File: config.mk
export PLATFORM = sky130hd
export DESIGN_NAME = road_splitter
export DESIGN_NICKNAME = d
export VERILOG_FILES = /design/src/rtl/road_split_pkg.sv /design/src/rtl/road_fifo.sv /design/src/rtl/road_route.sv /design/src/rtl/road_evt_cnt.sv /design/src/rtl/road_splitter.sv
export SDC_FILE = /design/constraint.sdc
export NUM_CORES = 1
export LEC_CHECK = 0
export BUFFER_PORTS_ARGS = -buffer_cell sky130_fd_sc_hd__buf_2
export CAP_MARGIN = 20
export CORE_MARGIN = 5
export CORE_UTILIZATION = 61
export CTS_BUF_LIST = sky130_fd_sc_hd__clkbuf_2
export DETAILED_ROUTE_END_ITERATION = 8
export PLACE_DENSITY = 0.85
export SYNTH_ARGS = -nofsm -noshare
export SYNTH_HDL_FRONTEND = slang
export SYNTH_SLANG_ARGS = --single-unit
File: constraint.sdc
create_clock -name clk_i -period 5 [get_ports clk_i]
set_clock_uncertainty 0.1 [all_clocks]
set_input_delay 0.25 -clock clk_i [delete_from_list [all_inputs] [get_ports clk_i]]
set_output_delay 0.25 -clock clk_i [all_outputs]
set_load 0.01 [all_outputs]
File: src/rtl/road_split_pkg.sv
package road_split_pkg;
  typedef enum logic [1:0] {
    RT_MAIN = 2'b01,
    RT_AUX  = 2'b10,
    RT_BOTH = 2'b11
  } route_e;

  function automatic route_e route_of(input logic eoe, input logic tag);
    if (eoe)      return RT_BOTH;
    else if (tag) return RT_AUX;
    else          return RT_MAIN;
  endfunction
endpackage

File: src/rtl/road_fifo.sv
module road_fifo #(
  parameter int WIDTH = 32,
  parameter int DEPTH = 8
) (
  input  logic             clk_i,
  input  logic             rst_ni,
  input  logic             push_i,
  input  logic [WIDTH-1:0] wdata_i,
  input  logic             pop_i,
  output logic [WIDTH-1:0] rdata_o,
  output logic             full_o,
  output logic             empty_o
);
  localparam int AW = (DEPTH > 1) ? $clog2(DEPTH) : 1;
  localparam int CW = $clog2(DEPTH + 1);
  localparam logic [AW-1:0] LAST = AW'(DEPTH - 1);

  logic [WIDTH-1:0] mem_q [DEPTH];
  logic [AW-1:0]    wr_ptr_q, rd_ptr_q;
  logic [CW-1:0]    count_q;
  logic             do_push, do_pop;

  assign full_o  = (count_q == CW'(DEPTH));
  assign empty_o = (count_q == '0);
  assign do_push = push_i && !full_o;
  assign do_pop  = pop_i && !empty_o;
  assign rdata_o = mem_q[rd_ptr_q];

  always_ff @(posedge clk_i) begin
    if (do_push) mem_q[wr_ptr_q] <= wdata_i;
  end

  always_ff @(posedge clk_i or negedge rst_ni) begin
    if (!rst_ni) begin
      wr_ptr_q <= '0;
      rd_ptr_q <= '0;
      count_q  <= '0;
    end else begin
      if (do_push) wr_ptr_q <= (wr_ptr_q == LAST) ? '0 : wr_ptr_q + 1'b1;
      if (do_pop)  rd_ptr_q <= (rd_ptr_q == LAST) ? '0 : rd_ptr_q + 1'b1;
      if (do_push && !do_pop)      count_q <= count_q + 1'b1;
      else if (do_pop && !do_push) count_q <= count_q - 1'b1;
    end
  end
endmodule

File: src/rtl/road_route.sv
module road_route
  import road_split_pkg::*;
(
  input  logic clk_i,
  input  logic rst_ni,
  input  logic head_valid_i,
  input  logic head_eoe_i,
  input  logic head_tag_i,
  input  logic main_ready_i,
  input  logic aux_ready_i,
  output logic main_valid_o,
  output logic aux_valid_o,
  output logic pop_o
);
  route_e route;
  logic   need_main, need_aux;
  logic   sent_main_q, sent_aux_q;
  logic   main_fire, aux_fire, main_done, aux_done;

  assign route     = route_of(head_eoe_i, head_tag_i);
  assign need_main = route[0];
  assign need_aux  = route[1];

  assign main_valid_o = head_valid_i && need_main && !sent_main_q;
  assign aux_valid_o  = head_valid_i && need_aux && !sent_aux_q;
  assign main_fire    = main_valid_o && main_ready_i;
  assign aux_fire     = aux_valid_o && aux_ready_i;
  assign main_done    = !need_main || sent_main_q || main_fire;
  assign aux_done     = !need_aux || sent_aux_q || aux_fire;
  assign pop_o        = head_valid_i && main_done && aux_done;

  // remember partial delivery of a word that needs both ports
  always_ff @(posedge clk_i or negedge rst_ni) begin
    if (!rst_ni) begin
      sent_main_q <= 1'b0;
      sent_aux_q  <= 1'b0;
    end else if (pop_o) begin
      sent_main_q <= 1'b0;
      sent_aux_q  <= 1'b0;
    end else begin
      if (main_fire) sent_main_q <= 1'b1;
      if (aux_fire)  sent_aux_q  <= 1'b1;
    end
  end
endmodule

File: src/rtl/road_evt_cnt.sv
module road_evt_cnt #(
  parameter int CNT_W = 8
) (
  input  logic             clk_i,
  input  logic             rst_ni,
  input  logic             pop_i,
  input  logic             eoe_i,
  input  logic             tag_i,
  output logic [CNT_W-1:0] evt_tagged_o,
  output logic [CNT_W-1:0] evt_plain_o
);
  localparam logic [CNT_W-1:0] CMAX = '1;

  logic [CNT_W-1:0] run_tag_q, run_plain_q;

  always_ff @(posedge clk_i or negedge rst_ni) begin
    if (!rst_ni) begin
      run_tag_q    <= '0;
      run_plain_q  <= '0;
      evt_tagged_o <= '0;
      evt_plain_o  <= '0;
    end else if (pop_i) begin
      if (eoe_i) begin
        evt_tagged_o <= run_tag_q;
        evt_plain_o  <= run_plain_q;
        run_tag_q    <= '0;
        run_plain_q  <= '0;
      end else if (tag_i) begin
        if (run_tag_q != CMAX) run_tag_q <= run_tag_q + 1'b1;
      end else begin
        if (run_plain_q != CMAX) run_plain_q <= run_plain_q + 1'b1;
      end
    end
  end
endmodule

File: src/rtl/road_splitter.sv
module road_splitter #(
  parameter int WORD_W = 32,
  parameter int DEPTH  = 8,
  parameter int CNT_W  = 8
) (
  input  logic              clk_i,
  input  logic              rst_ni,
  input  logic              in_valid_i,
  output logic              in_ready_o,
  input  logic [WORD_W-1:0] in_word_i,
  output logic              fifo_full_o,
  output logic              fifo_empty_o,
  output logic              main_valid_o,
  input  logic              main_ready_i,
  output logic [WORD_W-1:0] main_word_o,
  output logic              aux_valid_o,
  input  logic              aux_ready_i,
  output logic [WORD_W-1:0] aux_word_o,
  output logic [CNT_W-1:0]  evt_tagged_o,
  output logic [CNT_W-1:0]  evt_plain_o
);
  localparam int EOE_BIT = WORD_W - 1;
  localparam int TAG_BIT = WORD_W - 2;

  logic [WORD_W-1:0] head;
  logic              pop;

  road_fifo #(.WIDTH(WORD_W), .DEPTH(DEPTH)) u_fifo (
    .clk_i   (clk_i),
    .rst_ni  (rst_ni),
    .push_i  (in_valid_i),
    .wdata_i (in_word_i),
    .pop_i   (pop),
    .rdata_o (head),
    .full_o  (fifo_full_o),
    .empty_o (fifo_empty_o)
  );

  road_route u_route (
    .clk_i        (clk_i),
    .rst_ni       (rst_ni),
    .head_valid_i (!fifo_empty_o),
    .head_eoe_i   (head[EOE_BIT]),
    .head_tag_i   (head[TAG_BIT]),
    .main_ready_i (main_ready_i),
    .aux_ready_i  (aux_ready_i),
    .main_valid_o (main_valid_o),
    .aux_valid_o  (aux_valid_o),
    .pop_o        (pop)
  );

  road_evt_cnt #(.CNT_W(CNT_W)) u_cnt (
    .clk_i        (clk_i),
    .rst_ni       (rst_ni),
    .pop_i        (pop),
    .eoe_i        (head[EOE_BIT]),
    .tag_i        (head[TAG_BIT]),
    .evt_tagged_o (evt_tagged_o),
    .evt_plain_o  (evt_plain_o)
  );

  assign in_ready_o  = !fifo_full_o;
  assign main_word_o = head;
  assign aux_word_o  = head;
endmodule

==> impl_metrics.prom <==
# TYPE chip_impl_metric gauge
chip_impl_info{name="status",value="finished clean"} 1
chip_impl_metric{name="hold-path-cell-count",unit=""} 2
chip_impl_metric{name="worstPathArrival",unit="ns"} 4.60
chip_impl_metric{name="power.internal",unit="mW"} 5.25
chip_impl_info{name="yosys-top-cells-count",value="sky130_fd_sc_hd__edfxtp_1, sky130_fd_sc_hd__mux4_2, sky130_fd_sc_hd__dfrtp_1"} 1
chip_impl_info{name="synth_most_common_cell",value="sky130_fd_sc_hd__edfxtp_1"} 1
chip_impl_metric{name="die_h",unit="microns"} 151
chip_impl_info{name="cpLargestDelayFamily",value="flip-flops"} 1
chip_impl_metric{name="globalRouteTotalUtil",unit=""} 0.222
chip_impl_info{name="grt_busiest_layer",value="met2"} 1
chip_impl_info{name="timing.critical_path.mode_cell",value="sky130_fd_sc_hd__ha_1"} 1
chip_impl_metric{name="synthesis.area",unit="sq mm"} 0.0122
chip_impl_metric{name="critPathBufInv",unit=""} 1
chip_impl_metric{name="cts_num_sinks",unit=""} 300
chip_impl_metric{name="finalCriticalPeriod",unit="ns"} 4.02
chip_impl_metric{name="clk_path_buf_depth",unit=""} 3
chip_impl_metric{name="power_per_cell_area",unit="mW/mm^2"} 583
chip_impl_info{name="hold_path_startpoint",value="in_word_i[14]"} 1
chip_impl_info{name="type_of_element_launching_the_critical_path",value="register"} 1
chip_impl_metric{name="area_delta_synth_final",unit="%"} 14.2
chip_impl_metric{name="postSynthAreaPerCell",unit="sq um"} 19.6
chip_impl_metric{name="nNetsFinal",unit=""} 858
chip_impl_metric{name="synth_edf_count",unit=""} 256
chip_impl_metric{name="postSynth.asyncResetShare",unit=""} 0.147
chip_impl_metric{name="yosys.area_share.adder",unit=""} 0.0109
chip_impl_metric{name="dpl.cell_count",unit=""} 963
chip_impl_metric{name="wire_per_inst",unit="microns"} 21.8
chip_impl_metric{name="number_of_global_route_vias_before_repair",unit=""} 7024
chip_impl_metric{name="yosys.area.top_type_share",unit=""} 0.630
chip_impl_metric{name="synth_cell_types",unit=""} 57
chip_impl_metric{name="top_level_ports",unit=""} 122
chip_impl_info{name="timing.rr.end",value="u_fifo.count_q[3]"} 1
chip_impl_info{name="grt_setup_unrepaired",value="false"} 1
chip_impl_metric{name="synthCells",unit=""} 624
chip_impl_metric{name="post_cts_resized",unit=""} 0
chip_impl_metric{name="p_leak",unit="nW"} 5.11
chip_impl_metric{name="port_buffers",unit=""} 121
chip_impl_metric{name="antenna_found_initial",unit=""} 1
chip_impl_metric{name="synthesis.nets",unit=""} 671
chip_impl_info{name="clock_tree_from_tritoncts",value="done"} 1
chip_impl_info{name="critical_path.startpoint",value="u_fifo.rd_ptr_q[2]"} 1
chip_impl_metric{name="drt-initial-drc-count",unit=""} 589
chip_impl_metric{name="sequential_fraction_of_the_synthesis_area",unit=""} 0.720
chip_impl_info{name="end_kind",value="register"} 1
chip_impl_metric{name="power.clock.fraction",unit=""} 0.190
chip_impl_info{name="cts_root_buf",value="sky130_fd_sc_hd__clkbuf_2"} 1
chip_impl_metric{name="drv.max_cap_violation_count",unit=""} 0
chip_impl_metric{name="latest_clock_arrival_within_the_worst_skew_pair",unit="ns"} 0.78
chip_impl_metric{name="worst-slew-pin-transition",unit="ns"} 1.05
chip_impl_metric{name="worst_path_required_time",unit="ns"} 5.57
chip_impl_metric{name="use_met3",unit=""} 0.0488
chip_impl_metric{name="core",unit="sq mm"} 0.0196
chip_impl_metric{name="grt.overflow.total",unit=""} 0
chip_impl_metric{name="grt_first_pass_wirelength",unit="microns"} 38000
chip_impl_info{name="timing_worst_setup_path_type",value="reg -> reg"} 1
chip_impl_metric{name="setup_viol",unit=""} 0
chip_impl_metric{name="power.share.switching",unit=""} 0.355
chip_impl_metric{name="final.setup.tns",unit="ns"} 0
chip_impl_metric{name="max_clock_freq",unit="GHz"} 0.249
chip_impl_metric{name="final-instance-count-excl-fill",unit=""} 1125
chip_impl_metric{name="yosysWarningCount",unit=""} 0
chip_impl_info{name="critical_path_cell_with_the_highest_stage_delay",value="sky130_fd_sc_hd__dfrtp_2"} 1
chip_impl_metric{name="grt_max_degree",unit=""} 51
chip_impl_metric{name="worst_path_clk_slew",unit="ns"} 0.11
chip_impl_info{name="largest_family_of_logic_cells_by_synthesized_area",value="multiplexers"} 1
chip_impl_metric{name="critical_path.max_stage_delay",unit="ns"} 1.07
chip_impl_metric{name="final.period_utilization",unit=""} 0.805
chip_impl_metric{name="die-area",unit="sq mm"} 0.0229
chip_impl_info{name="netlist_top_cells_area",value="sky130_fd_sc_hd__edfxtp_1, sky130_fd_sc_hd__mux4_2, sky130_fd_sc_hd__dfrtp_1"} 1
chip_impl_metric{name="drive_gt1_frac",unit=""} 0.425
chip_impl_info{name="worst_hold_path_type",value="in -> reg"} 1
chip_impl_metric{name="p_switching",unit="mW"} 2.89
chip_impl_metric{name="die-width",unit="microns"} 151
chip_impl_metric{name="yosys_register_bits",unit=""} 300
chip_impl_metric{name="postCtsSetupBuffers",unit=""} 0
chip_impl_info{name="synth_top_cell_by_area",value="sky130_fd_sc_hd__edfxtp_1"} 1
chip_impl_metric{name="power.combinational.fraction",unit=""} 0.373
chip_impl_metric{name="finalHoldViolCount",unit=""} 0
chip_impl_metric{name="postRouteAntennaNets",unit=""} 0
chip_impl_metric{name="critPathMaxFanout",unit=""} 38
chip_impl_metric{name="global_route.usage.met2",unit=""} 0.375
chip_impl_metric{name="rr_worst_depth",unit=""} 13
chip_impl_info{name="cp_cell_sequence",value="nor2b_1 -> a22oi_2 -> nand2_2 -> mux2_2 -> or2_1 -> ha_1 -> inv_1 -> ha_1 -> a21o_1 -> a21oi_1 -> xnor2_1 -> nor2_1 -> xor2_1"} 1
chip_impl_metric{name="drc",unit=""} 0
chip_impl_info{name="reg2reg_from",value="u_fifo.rd_ptr_q[2]"} 1
chip_impl_metric{name="drt-vias-per-instance",unit=""} 5.90
chip_impl_metric{name="timing.final.max_slew_violations",unit=""} 0
chip_impl_metric{name="tritoncts_buffers",unit=""} 72
chip_impl_metric{name="wl",unit="microns"} 24500
chip_impl_metric{name="worst_slew_margin_rel",unit=""} 0.302
chip_impl_metric{name="num-fill-cells",unit=""} 1214
chip_impl_metric{name="initial_core_util",unit=""} 0.623
chip_impl_metric{name="synth-simple-area-share",unit=""} 0.0314
chip_impl_metric{name="gp_congestion",unit=""} 0.956
chip_impl_metric{name="vias",unit=""} 6643
chip_impl_info{name="worst_hold_path.endpoint",value="u_fifo.mem_q[1][14]"} 1
chip_impl_metric{name="timing.reg2reg.setup_slack",unit="ns"} 0.98
chip_impl_metric{name="1st_pass_router_iterations",unit=""} 5
chip_impl_metric{name="hpwlAfterDp",unit="microns"} 14000
chip_impl_metric{name="muxShareOfSynthArea",unit=""} 0.168
chip_impl_metric{name="h-tree-depth",unit=""} 3
chip_impl_info{name="synthFlopType",value="sky130_fd_sc_hd__edfxtp_1"} 1
chip_impl_metric{name="synth_area_in_compound_gates",unit=""} 0.0326
chip_impl_metric{name="vdd_ir_drop_max",unit="uV"} 320
chip_impl_metric{name="num_rows",unit=""} 51
chip_impl_metric{name="gr-usage-met1",unit=""} 0.284
chip_impl_metric{name="post_synth_xor_area_fraction",unit=""} 0.00287
chip_impl_metric{name="seq_power_share",unit=""} 0.437
how the worst max path moves through the flow:
stage | to | depth (start not counted)
floorplan | u_fifo.mem_q[0][0] | 4
global route | u_fifo.count_q[3] | 13
finish | u_fifo.count_q[3] | 13
global placement | u_fifo.count_q[3] | 13
CTS | u_fifo.count_q[3] | 13
detailed placement | u_fifo.count_q[3] | 13
cell type report:
| type | instances | area [sq um] | share of cell area |
|---|---|---|---|
| sequential | 300 | 8790 | 0.631 |
| multi-input combinational | 256 | 3050 | 0.219 |
| timing repair buffer | 171 | 1080 | 0.0774 |
| clock buffer | 99 | 495 | 0.0355 |
| tap | 265 | 332 | 0.0238 |
| clock inverter | 23 | 146 | 0.0105 |
| inverter | 10 | 40.0 | 0.00287 |
| antenna | 1 | 2.50 | 0.000179 |
power groups by stage:
| stage | clock (mW) | combinational [mW] | sequential [mW] |
|---|---|---|---|
| floorplan | 0 | 2.46 | 3.40 |
| global placement | 0 | 2.91 | 3.57 |
| detailed placement | 0 | 3.01 | 3.61 |
| CTS | 1.58 | 3.06 | 3.55 |
| global route | 1.75 | 3.28 | 3.61 |
| finish | 1.55 | 3.03 | 3.56 |
stage by stage:
stage	hold WS [ns]	utilization	total power, mW	setup slack (ns)	area, sq um
after detailed placement	0.348	0.659	6.62	0.998	12900
after CTS	0.0672	0.712	8.19	0.961	13900
after global routing	0.105	0.712	8.64	0.737	13900
after floorplan	-0.146	-	5.87	0.541	12200
after global placement	0.337	0.659	6.47	1.13	12900
final	0.156	0.712	8.13	0.977	13900
sequential cells by signal, indices dropped and copies added (netlist names):
name                 flops
u_cnt.run_plain_q        8
u_cnt.run_tag_q          8
u_fifo.mem_q           256
u_fifo.rd_ptr_q          3
u_route.sent_aux_q       1
u_fifo.count_q           4
u_route.sent_main_q      1
u_fifo.wr_ptr_q          3
u_cnt.evt_tagged_o       8
u_cnt.evt_plain_o        8
per-layer routing:
| metal | vias up | part of all wire |
|---|---|---|
| li1 | 2916 | - |
| met1 | 3363 | 0.38 |
| met2 | 304 | 0.52 |
| met3 | 60 | 0.070 |
| met4 | 0 | 0.024 |
| met5 | - | 0 |
repair_timing:
action | CTS | global route
endpoints found under the hold margin | 307 | 0
hold buffers | 39 | 0
endpoints found under the setup margin | 0 | 0
cell families (layout without fill, tap and decap cells):
| logic type | after synthesis | count (layout) |
|---|---|---|
| simple gates | 69 | 69 |
| flops | 300 | 300 |
| mux | 120 | 120 |
| fa+ha+maj | 10 | 10 |
| xor+xnor | 4 | 4 |
| other cells | 0 | 1 |
| compound gates | 53 | 53 |
| buf+inv | 68 | 303 |
cells in the final DEF, fill, tap and decap left out, types with 6 or more instances in the layout:
master and instances:
sky130_fd_sc_hd__o31ai_1 12, sky130_fd_sc_hd__mux2_2 35, sky130_fd_sc_hd__inv_1 7, sky130_fd_sc_hd__nor3_2 6, sky130_fd_sc_hd__dfrtp_1 41, sky130_fd_sc_hd__clkbuf_2 99, sky130_fd_sc_hd__buf_2 121, sky130_fd_sc_hd__mux2_1 18
sky130_fd_sc_hd__nand3_1 8, sky130_fd_sc_hd__nand2_1 9, sky130_fd_sc_hd__nor2_1 11, sky130_fd_sc_hd__dlygate4sd3_1 39, sky130_fd_sc_hd__ha_1 9, sky130_fd_sc_hd__clkinv_1 15, sky130_fd_sc_hd__edfxtp_1 256, sky130_fd_sc_hd__buf_4 11
sky130_fd_sc_hd__mux4_2 62
(Power assumes the default switching activity.)
